<file path="src/rtl/cgt_pkg.sv">
package cgt_pkg;
    localparam int CTRL_W   = 8;
    localparam int PS_W     = 2;
    localparam int MIR1_BIT = 7;
    localparam int MIR2_BIT = 6;
    localparam int SEL_BIT  = 1;
    localparam int SYNC_BIT = 0;
endpackage

</file>
<file path="src/rtl/cgt_prescale.sv">
module cgt_prescale #(
    parameter int PS_W = 2
) (
    input  logic            clk_i,
    input  logic            rst_ni,
    input  logic            tclk_i,
    input  logic            ton_i,
    input  logic [PS_W-1:0] ps_sel_i,
    output logic            rise_o,
    output logic            fall_o
);
    localparam int DIV_W = (1 << PS_W) - 1;

    typedef struct packed {
        logic             tclk;
        logic [DIV_W-1:0] div;
        logic             pclk;
    } ps_state_t;

    ps_state_t s_d, s_q;
    logic [DIV_W:0] taps;
    logic           raw_rise;

    always_comb begin
        s_d      = s_q;
        raw_rise = tclk_i & ~s_q.tclk;
        s_d.tclk = tclk_i;
        if (!ton_i) begin
            s_d.div = '0;
        end else if (raw_rise) begin
            s_d.div = s_q.div + 1'b1;
        end
        // tap 0 is the undivided clock, tap k is divider bit k-1
        taps     = {s_d.div, tclk_i};
        s_d.pclk = taps[ps_sel_i];
        rise_o   = s_d.pclk & ~s_q.pclk;
        fall_o   = ~s_d.pclk & s_q.pclk;
    end

    always_ff @(posedge clk_i or negedge rst_ni) begin
        if (!rst_ni) s_q <= '0;
        else         s_q <= s_d;
    end

    AST_DIV_CLEARED: assert property (@(posedge clk_i) disable iff (!rst_ni)
        !ton_i |=> (s_q.div == '0));

    AST_STROBE_EXCL: assert property (@(posedge clk_i) disable iff (!rst_ni)
        $onehot0({rise_o, fall_o}));
endmodule

</file>
<file path="src/rtl/cgt_gate_sync.sv">
module cgt_gate_sync (
    input  logic clk_i,
    input  logic rst_ni,
    input  logic fall_i,
    input  logic cmp2_i,
    input  logic sync_en_i,
    input  logic sel_pin_i,
    input  logic gate_pin_i,
    output logic gate_o
);
    typedef struct packed {
        logic c2s;
    } gs_state_t;

    gs_state_t s_d, s_q;
    logic      cmp_path;

    always_comb begin
        s_d = s_q;
        if (fall_i) s_d.c2s = cmp2_i;
        cmp_path = sync_en_i ? s_q.c2s : cmp2_i;
        gate_o   = sel_pin_i ? gate_pin_i : cmp_path;
    end

    always_ff @(posedge clk_i or negedge rst_ni) begin
        if (!rst_ni) s_q <= '0;
        else         s_q <= s_d;
    end

    AST_SYNC_HOLD: assert property (@(posedge clk_i) disable iff (!rst_ni)
        !fall_i |=> $stable(s_q.c2s));

    AST_SYNC_CAPTURE: assert property (@(posedge clk_i) disable iff (!rst_ni)
        fall_i |=> (s_q.c2s == $past(cmp2_i)));
endmodule

</file>
<file path="src/rtl/cgt_counter.sv">
module cgt_counter #(
    parameter int CNT_W = 16
) (
    input  logic             clk_i,
    input  logic             rst_ni,
    input  logic             ton_i,
    input  logic             rise_i,
    input  logic             gate_en_i,
    input  logic             gate_i,
    output logic [CNT_W-1:0] count_o,
    output logic             ovf_o
);
    typedef struct packed {
        logic [CNT_W-1:0] cnt;
        logic             ovf;
    } ct_state_t;

    ct_state_t s_d, s_q;
    logic      step;

    always_comb begin
        s_d     = s_q;
        step    = ton_i & rise_i & (~gate_en_i | gate_i);
        s_d.ovf = step & (&s_q.cnt);
        if (step) s_d.cnt = s_q.cnt + 1'b1;
    end

    always_ff @(posedge clk_i or negedge rst_ni) begin
        if (!rst_ni) s_q <= '0;
        else         s_q <= s_d;
    end

    assign count_o = s_q.cnt;
    assign ovf_o   = s_q.ovf;

    AST_OVF_WRAP: assert property (@(posedge clk_i) disable iff (!rst_ni)
        ovf_o |-> (count_o == '0));

    AST_HOLD_OFF: assert property (@(posedge clk_i) disable iff (!rst_ni)
        !ton_i |=> $stable(count_o));

    AST_GATE_BLOCK: assert property (@(posedge clk_i) disable iff (!rst_ni)
        (gate_en_i && !gate_i) |=> $stable(count_o));

    AST_STEP_ONE: assert property (@(posedge clk_i) disable iff (!rst_ni)
        $stable(count_o) || (count_o == $past(count_o) + 1'b1));
endmodule

</file>
<file path="src/rtl/cgt_ctrl_reg.sv">
module cgt_ctrl_reg
    import cgt_pkg::*;
(
    input  logic              clk_i,
    input  logic              rst_ni,
    input  logic              we_i,
    input  logic [CTRL_W-1:0] wdata_i,
    input  logic              cmp1_i,
    input  logic              cmp2_i,
    output logic [CTRL_W-1:0] rdata_o,
    output logic              sel_pin_o,
    output logic              sync_en_o
);
    typedef struct packed {
        logic       sel;
        logic       sync;
        logic [1:0] mir;
    } rg_state_t;

    rg_state_t s_d, s_q;

    always_comb begin
        s_d     = s_q;
        s_d.mir = {cmp1_i, cmp2_i};
        if (we_i) begin
            s_d.sel  = wdata_i[SEL_BIT];
            s_d.sync = wdata_i[SYNC_BIT];
        end
        rdata_o           = '0;
        rdata_o[MIR1_BIT] = s_q.mir[1];
        rdata_o[MIR2_BIT] = s_q.mir[0];
        rdata_o[SEL_BIT]  = s_q.sel;
        rdata_o[SYNC_BIT] = s_q.sync;
    end

    always_ff @(posedge clk_i or negedge rst_ni) begin
        if (!rst_ni) s_q <= '{sel: 1'b1, sync: 1'b0, mir: 2'b00};
        else         s_q <= s_d;
    end

    assign sel_pin_o = s_q.sel;
    assign sync_en_o = s_q.sync;

    AST_RSVD_ZERO: assert property (@(posedge clk_i) disable iff (!rst_ni)
        rdata_o[5:2] == 4'b0000);

    AST_MIRROR: assert property (@(posedge clk_i) disable iff (!rst_ni)
        1'b1 |=> (rdata_o[MIR1_BIT] == $past(cmp1_i)) && (rdata_o[MIR2_BIT] == $past(cmp2_i)));
endmodule

</file>
<file path="src/rtl/cmp_gated_timer.sv">
module cmp_gated_timer
    import cgt_pkg::*;
#(
    parameter int CNT_W = 16
) (
    input  logic              clk_i,
    input  logic              rst_ni,
    input  logic              tclk_i,
    input  logic [PS_W-1:0]   ps_sel_i,
    input  logic              ton_i,
    input  logic              gate_en_i,
    input  logic              cmp1_i,
    input  logic              cmp2_i,
    input  logic              gate_pin_i,
    input  logic              reg_we_i,
    input  logic [CTRL_W-1:0] reg_wdata_i,
    output logic [CTRL_W-1:0] reg_rdata_o,
    output logic [CNT_W-1:0]  count_o,
    output logic              ovf_o
);
    logic rise, fall, gate, sel_pin, sync_en;

    cgt_prescale #(.PS_W(PS_W)) u_ps (
        .clk_i    (clk_i),
        .rst_ni   (rst_ni),
        .tclk_i   (tclk_i),
        .ton_i    (ton_i),
        .ps_sel_i (ps_sel_i),
        .rise_o   (rise),
        .fall_o   (fall)
    );

    cgt_ctrl_reg u_reg (
        .clk_i     (clk_i),
        .rst_ni    (rst_ni),
        .we_i      (reg_we_i),
        .wdata_i   (reg_wdata_i),
        .cmp1_i    (cmp1_i),
        .cmp2_i    (cmp2_i),
        .rdata_o   (reg_rdata_o),
        .sel_pin_o (sel_pin),
        .sync_en_o (sync_en)
    );

    cgt_gate_sync u_gs (
        .clk_i      (clk_i),
        .rst_ni     (rst_ni),
        .fall_i     (fall),
        .cmp2_i     (cmp2_i),
        .sync_en_i  (sync_en),
        .sel_pin_i  (sel_pin),
        .gate_pin_i (gate_pin_i),
        .gate_o     (gate)
    );

    cgt_counter #(.CNT_W(CNT_W)) u_cnt (
        .clk_i     (clk_i),
        .rst_ni    (rst_ni),
        .ton_i     (ton_i),
        .rise_i    (rise),
        .gate_en_i (gate_en_i),
        .gate_i    (gate),
        .count_o   (count_o),
        .ovf_o     (ovf_o)
    );
endmodule

</file>
<file path="config.mk">
export PLATFORM = sky130hd
export DESIGN_NAME = cmp_gated_timer
export DESIGN_NICKNAME = d
export VERILOG_FILES = /design/src/rtl/cgt_pkg.sv /design/src/rtl/cgt_prescale.sv /design/src/rtl/cgt_gate_sync.sv /design/src/rtl/cgt_counter.sv /design/src/rtl/cgt_ctrl_reg.sv /design/src/rtl/cmp_gated_timer.sv
export SDC_FILE = /design/constraint.sdc
export NUM_CORES = 1
export LEC_CHECK = 0
export BUFFER_PORTS_ARGS = -buffer_cell sky130_fd_sc_hd__buf_2
export CAP_MARGIN = 40
export CORE_MARGIN = 2
export CORE_UTILIZATION = 45
export CTS_CLUSTER_SIZE = 40
export DETAILED_ROUTE_END_ITERATION = 16
export GPL_TIMING_DRIVEN = 0
export PLACE_DENSITY = 0.86
export SLEW_MARGIN = 20
export SYNTH_ARGS = -nofsm -noshare
export SYNTH_HDL_FRONTEND = slang
export SYNTH_SLANG_ARGS = --single-unit
</file>
<file path="constraint.sdc">
create_clock -name clk_i -period 2 [get_ports clk_i]
set_input_delay 0.1 -clock clk_i [delete_from_list [all_inputs] [get_ports clk_i]]
set_output_delay 0.1 -clock clk_i [all_outputs]
set_load 0.02 [all_outputs]
</file>
==> flow_metrics.tcl, run 1 <==
set metrics [dict create \
    synth_fa_ha_area_share_pct 1.738 \
    nNetsFinal 199 \
    gr-total-overflow 0 \
    firstDrtPassIters 4 \
    antenna_cells 0 \
    synth.distinct_cells 40 \
    rsz0062_at_grt "true" \
    num_io_pins 44 \
    syn_avg_cell_area_um2 11.61 \
    clock_path_buffers 2 \
    synth_ff_type "dfrtp_1" \
    port_buffers 33 \
    synthXorXnorAreaFrac_pct 10.34 \
    yosys.area_share.simple_pct 26.85 \
    synth_area_leaders "dfrtp_1 (45%), xor2_1 (9.7%), nand3_1 (3.1%), buf_4 (3.1%), nor4_4 (3.0%)" \
    cp.arrival_ns 2.29 \
    p_per_area_mw_per_mm2 689.0 \
    die_h_um 60.57 \
    fmax_mhz 483.1 \
    wl_um 3053 \
    mostFrequentLayoutCell "buf_2" \
    seq_area_frac_synth_pct 47.00 \
    violations "negative setup slack" \
    layout_common_cells "buf_2 (35), dfrtp_1 (26), xor2_1 (16)" \
    synth_top_family_by_area "simple AND/OR/NAND/NOR gates" \
    fin_worst_skew_ns 0.006038 \
    drt-initial-drc-count 58 \
    whs_ns 0.01015 \
    fin_crit_sh_pct 103.5 \
    cp-end-kind "register" \
    grt_pass1_wl_um 4623 \
    grt_pass1_vias 1086 \
    drv_cap 0 \
    fp.dieW_um 60.57 \
    dieArea_mm2 0.003669 \
    cts_tree "built" \
    finalCriticalPeriod_ns 2.070 \
    antenna_found_initial 0 \
    fill_cells 257 \
    dpl.hpwl_um 2014 \
    synth_edf_count 0 \
    setup_viol 8 \
    initial_core_util_pct 47.17 \
    globalplace.congestion 0.7853 \
    synth_cells 124 \
    clock_latency_ns 0.32 \
    drc_errors 0 \
    power.leakage_nw 0.9572 \
    viasPerCell 5.009 \
    crit_chain "ha_1, and4b_1, a31oi_2, o221a_1, buf_6, nor3b_4, mux2_4" \
    slowest_stage "dfrtp_1" \
    clkSlewWorstSetupHoldPaths_ns 0.14 \
    row_count 20 \
    synth_area_mm2 0.001440 \
    outcome "finished with violations" \
    cp.required_ns 2.22 \
    synthArstFlopShare_pct 100.0 \
    power_mw 1.302 \
    fin_tns_setup_ns -0.1907 \
    start_kind "register" \
    synth_seq_cells 27 \
    criticalPathCategory "register to register" \
    postRouteAntennaNets 0 \
    tightest_slew_ns 0.5932 \
    hp-class "input pin to register" \
    slew_headroom_pct 60.46 \
    max_stage_delay_ns 0.43 \
    synthMuxAreaShare_pct 3.041 \
    cts-root-buf "clkbuf_4" \
    wire_per_inst_um 13.81 \
    core_mm2 0.003053 \
    synth_compound_area_share_pct 4.170 \
    syn2layout_area_growth_pct 31.19 \
    track_usage_pct 16.65 \
    drive_gt1_share_pct 42.94 \
    cts_buffers 3 \
    slew_viol_final 0 \
    clkSinkCount 27 \
    grt_start_max_net_pins 28 \
    vias 1107 \
    htree_levels 1 \
    synth_top_cell_by_area "dfrtp_1" \
    finish.utilization_pct 61.89 \
    path_max_fanout 5 \
    ys_warn_count 0 \
    hold_viol 0 \
    post-place-ws_ns -0.09236 \
    fin_ws_ns -0.07004 \
    synth_top_area_share_pct 45.18 \
    irDropWorstVdd_uv 375.9 \
]
## report_power, final
group,switching (mW),internal (mW)
logic,0.224,0.165
registers,0.0698,0.609
clock network,0.156,0.0780
## sequential cells by signal (all words and copies together) (netlist names)
| register | count |
|---|---|
| u_reg.rdata_o | 2 |
| u_ps.s_q | 5 |
| u_cnt.count_o | 16 |
| u_cnt.ovf_o | 1 |
| u_reg.sel_pin_o | 1 |
| u_gs.s_q | 1 |
| u_reg.sync_en_o | 1 |
## cell families after synthesis
logic type      Yosys count
compound gates            7
xor+xnor                 17
fa+ha+maj                 2
buf+inv                  13
flops                    27
mux                       4
other cells               1
simple gates             53
## area by class of cell
class | instances | area (µm²) | area share [%]
Multi-Input combinational cell | 87 | 752.0 | 39.80
Inverter | 2 | 7.507 | 0.3974
Clock buffer | 4 | 26.28 | 1.391
Sequential cell | 27 | 676.9 | 35.83
Tap cell | 44 | 55.05 | 2.914
Timing Repair Buffer | 46 | 275.3 | 14.57
Buffer | 11 | 96.34 | 5.099
## through the flow
step	cell area, µm²	instances
3_3_place_gp	1672	204
2_1_floorplan	1451	127
6_report	1889	221
4_1_cts	1775	215
3_5_place_dp	1672	204
5_1_grt	1889	221
## layer usage
metal,up-vias,GRT usage [%],part of all wire [%]
met1,530,20.91,43
met5,-,0,0
met4,0,6.832,2.2
met3,6,2.559,4.1
met2,32,28.57,50
li1,539,-,-
## critical path: cells and delay by family, from the launching register on
family | cells | cell delay [ns]
adders and majority gates | 1 | 0.28
and+or+nand+nor | 2 | 0.43
AOI/OAI and AO/OA | 2 | 0.36
buffers and inverters | 1 | 0.16
muxes | 1 | 0.32
DFF | 1 | 0.43
## synth_stat cells (3+ instances only)
master and count:
and4_1 3, dfrtp_1 26, and3_1 3, buf_4 6, nand2b_1 4, nand2_1 6, nor3_1 5, nor4_1 3
buf_6 3, mux2_2 3, xor2_1 16, nand3_1 9
## timing repair
item | 4_1_cts | 5_1_grt
hold endpoints to repair | 30 | 0
setup buffers | 1 | 5
hold buffers | 6 | 0
cloned | 0 | 1
pin swaps | 0 | 6
setup endpoints to repair | 10 | 17
gates resized for setup | 2 | 12
## worst paths after layout
path,slack (ns),start,to,depth (start not counted)
worst max register to register,-0.07,u_ps.s_q[2],u_cnt.count_o[1],7
min in group asynchronous,0.30,rst_ni,u_cnt.count_o[15],2
worst min register to register,0.49,u_cnt.count_o[9],u_cnt.count_o[9],1
max in group asynchronous,1.31,rst_ni,u_reg.sync_en_o,2
worst min-delay path,0.01,reg_wdata_i[0],u_reg.sync_en_o,2
worst max-delay path,-0.07,u_ps.s_q[2],u_cnt.count_o[1],7
(Power assumes the default switching activity.)
==> run 2: changes to the inputs <==
Settings changed: CORE_MARGIN 2 to default.
==> run 2 against run 1 <==
- the flow still finishes with violations (negative setup slack)
- global-route usage increased by 1.6 points
- die area decreased by 6.5%
- utilization is 2.5 points higher
- critical path depth stayed put
- clock skew fell by 0.0030 ns
- critical path type unchanged
- critical endpoint unchanged
- largest cell class unchanged
==> flow_metrics.tcl, run 2 (synthesis gave the netlist of run 1 again) <==
set metrics [dict create \
    outcome "finished with violations" \
    violations "negative setup slack" \
    gr-total-overflow 0 \
    antenna_cells 0 \
    cp.arrival_ns 2.28 \
    mostFrequentLayoutCell "buf_2" \
    viasPerCell 5.197 \
    cp-end-kind "register" \
    dpl.hpwl_um 1929 \
    antenna_found_initial 0 \
    track_usage_pct 18.21 \
    die_h_um 58.57 \
    p_per_area_mw_per_mm2 673.4 \
    htree_levels 1 \
    worstReg2RegEnd "u_cnt.count_o[1]" \
    initial_core_util_pct 47.17 \
    dieArea_mm2 0.003430 \
    fin_worst_skew_ns 0.003042 \
    postRouteAntennaNets 0 \
    largest_register_ffs 16 \
    syn2layout_area_growth_pct 36.49 \
    grt_start_max_net_pins 28 \
    fp.dieW_um 58.57 \
    endpoint "u_cnt.count_o[1]" \
    wl_um 3394 \
    slew_viol_final 0 \
    fin_crit_sh_pct 102.0 \
    finalCriticalPeriod_ns 2.041 \
    cts_tree "built" \
    drt-initial-drc-count 33 \
    p_sw_mw 0.4655 \
    regToRegSetupSlack_ns -0.04 \
    power.leakage_nw 1.013 \
    setup_viol 4 \
    p_int_mw 0.8582 \
    layout_common_cells "buf_2 (35), dfrtp_1 (26), xor2_1 (16)" \
    drv_cap 0 \
    firstDrtPassIters 4 \
    cp.required_ns 2.24 \
    crit_start "u_ps.s_q[1]" \
    rsz0062_at_grt "true" \
    nNetsFinal 201 \
    seqPwrFrac_pct 51.1 \
    fill_cells 244 \
    clkSinkCount 27 \
    drc_errors 0 \
    comb_power_share_pct 30.4 \
    irDropWorstVdd_uv 373.4 \
    core_mm2 0.003053 \
    rr_worst_depth 7 \
    drive_gt1_share_pct 43.02 \
    globalplace.congestion 0.8116 \
    clock_latency_ns 0.34 \
    vias 1159 \
    clkPwrFrac_pct 18.5 \
    cts-root-buf "clkbuf_4" \
    clock_path_buffers 2 \
    hp-class "input pin to register" \
    path_max_fanout 6 \
    num_io_pins 44 \
    start_kind "register" \
    slew_headroom_pct 60.21 \
    criticalPathCategory "register to register" \
    holdPathStages 2 \
    clkSlewWorstSetupHoldPaths_ns 0.14 \
    cts_buffers 3 \
    wire_per_inst_um 15.22 \
    netSwitchingFraction_pct 35.17 \
    r2r_start "u_ps.s_q[1]" \
    grt_pass1_vias 1055 \
    port_buffers 33 \
    hold_viol 0 \
    placed_area_mm2 0.001672 \
    row_count 20 \
    finish.utilization_pct 64.39 \
    tightest_slew_ns 0.5968 \
    stdcell_area_mm2 0.001966 \
    fmax_mhz 490.1 \
    fin_ws_ns -0.04053 \
    grt_pass1_wl_um 4678 \
]
==> run 2: cell count changes in the layout (fill, tap and decap cells not counted), sizes merged <==
| cell | change |
|---|---|
| dlygate4sd3 | +1 |
| clkinv | +1 |
==> run 2: worst max-delay path, stage by stage (launching register included) <==
cell,delay [ns]
dfrtp_1,0.42
ha_1,0.27
and4b_1,0.21
a31oi_2,0.05
o221a_1,0.29
buf_6,0.16
nor3b_4,0.23
mux2_4,0.32
==> run 2: worst min path at each step <==
stage	slack [ns]	from	end
global placement	0.13	rst_ni	u_reg.sync_en_o
floorplan	-0.20	rst_ni	u_cnt.count_o[0]
detailed placement	0.14	rst_ni	u_reg.sync_en_o
CTS	0.05	ton_i	u_ps.s_q[1]
global route	0.05	ton_i	u_ps.s_q[1]
finish	0.05	ton_i	u_ps.s_q[1]
==> run 2: timing repair <==
item / in CTS / in global routing
gates resized for setup: 5 / 15
buffers inserted: 3 / 3
gates cloned: 0 / 2
pin swaps: 1 / 11
endpoints found under the hold margin: 31 / 0
hold buffers: 7 / 0
setup endpoints to repair: 10 / 17
==> run 2: stage by stage <==
stage          std cells  setup TNS, ns  hold slack (ns)  total power, mW  setup WS (ns)
2_1_floorplan        127              0          -0.1956           0.8981        0.04831
3_3_place_gp         204       -0.02944           0.1304            1.006       -0.02944
3_5_place_dp         204        -0.1473           0.1409            1.016       -0.09109
4_1_cts              218              0          0.04824            1.278      0.0005356
5_1_grt              223        -0.9994          0.04579            1.388        -0.1125
6_report             223        -0.1110          0.05076            1.324       -0.04053
==> run 2: area by class of cell <==
cell class	count	area [µm²]	area share [%]
well taps	44	55.05	2.801
multi-input cells	87	788.3	40.10
clock buffers	3	22.52	1.146
clock inverters	1	5.005	0.2546
repair buffers	48	310.3	15.79
inverters	2	7.507	0.3819
plain buffers	11	100.1	5.092
flip-flops and latches	27	676.9	34.44
==> run 2: metal layers <==
layer,wire (µm),vias up,track usage (%),share of wire (%)
li1,-,544,-,-
met1,1450,567,22.54,43
met2,1705,38,31.03,50
met3,146,10,1.758,4.3
met4,93,0,10.54,2.7
met5,0,-,0,0
==> run 2: power by group through the flow <==
stage | Sequential, mW | Combinational (mW) | Clock (mW)
3_3_place_gp | 0.681 | 0.325 | 0
3_5_place_dp | 0.686 | 0.330 | 0
4_1_cts | 0.675 | 0.363 | 0.241
5_1_grt | 0.686 | 0.435 | 0.267
2_1_floorplan | 0.736 | 0.162 | 0
6_report | 0.676 | 0.403 | 0.245
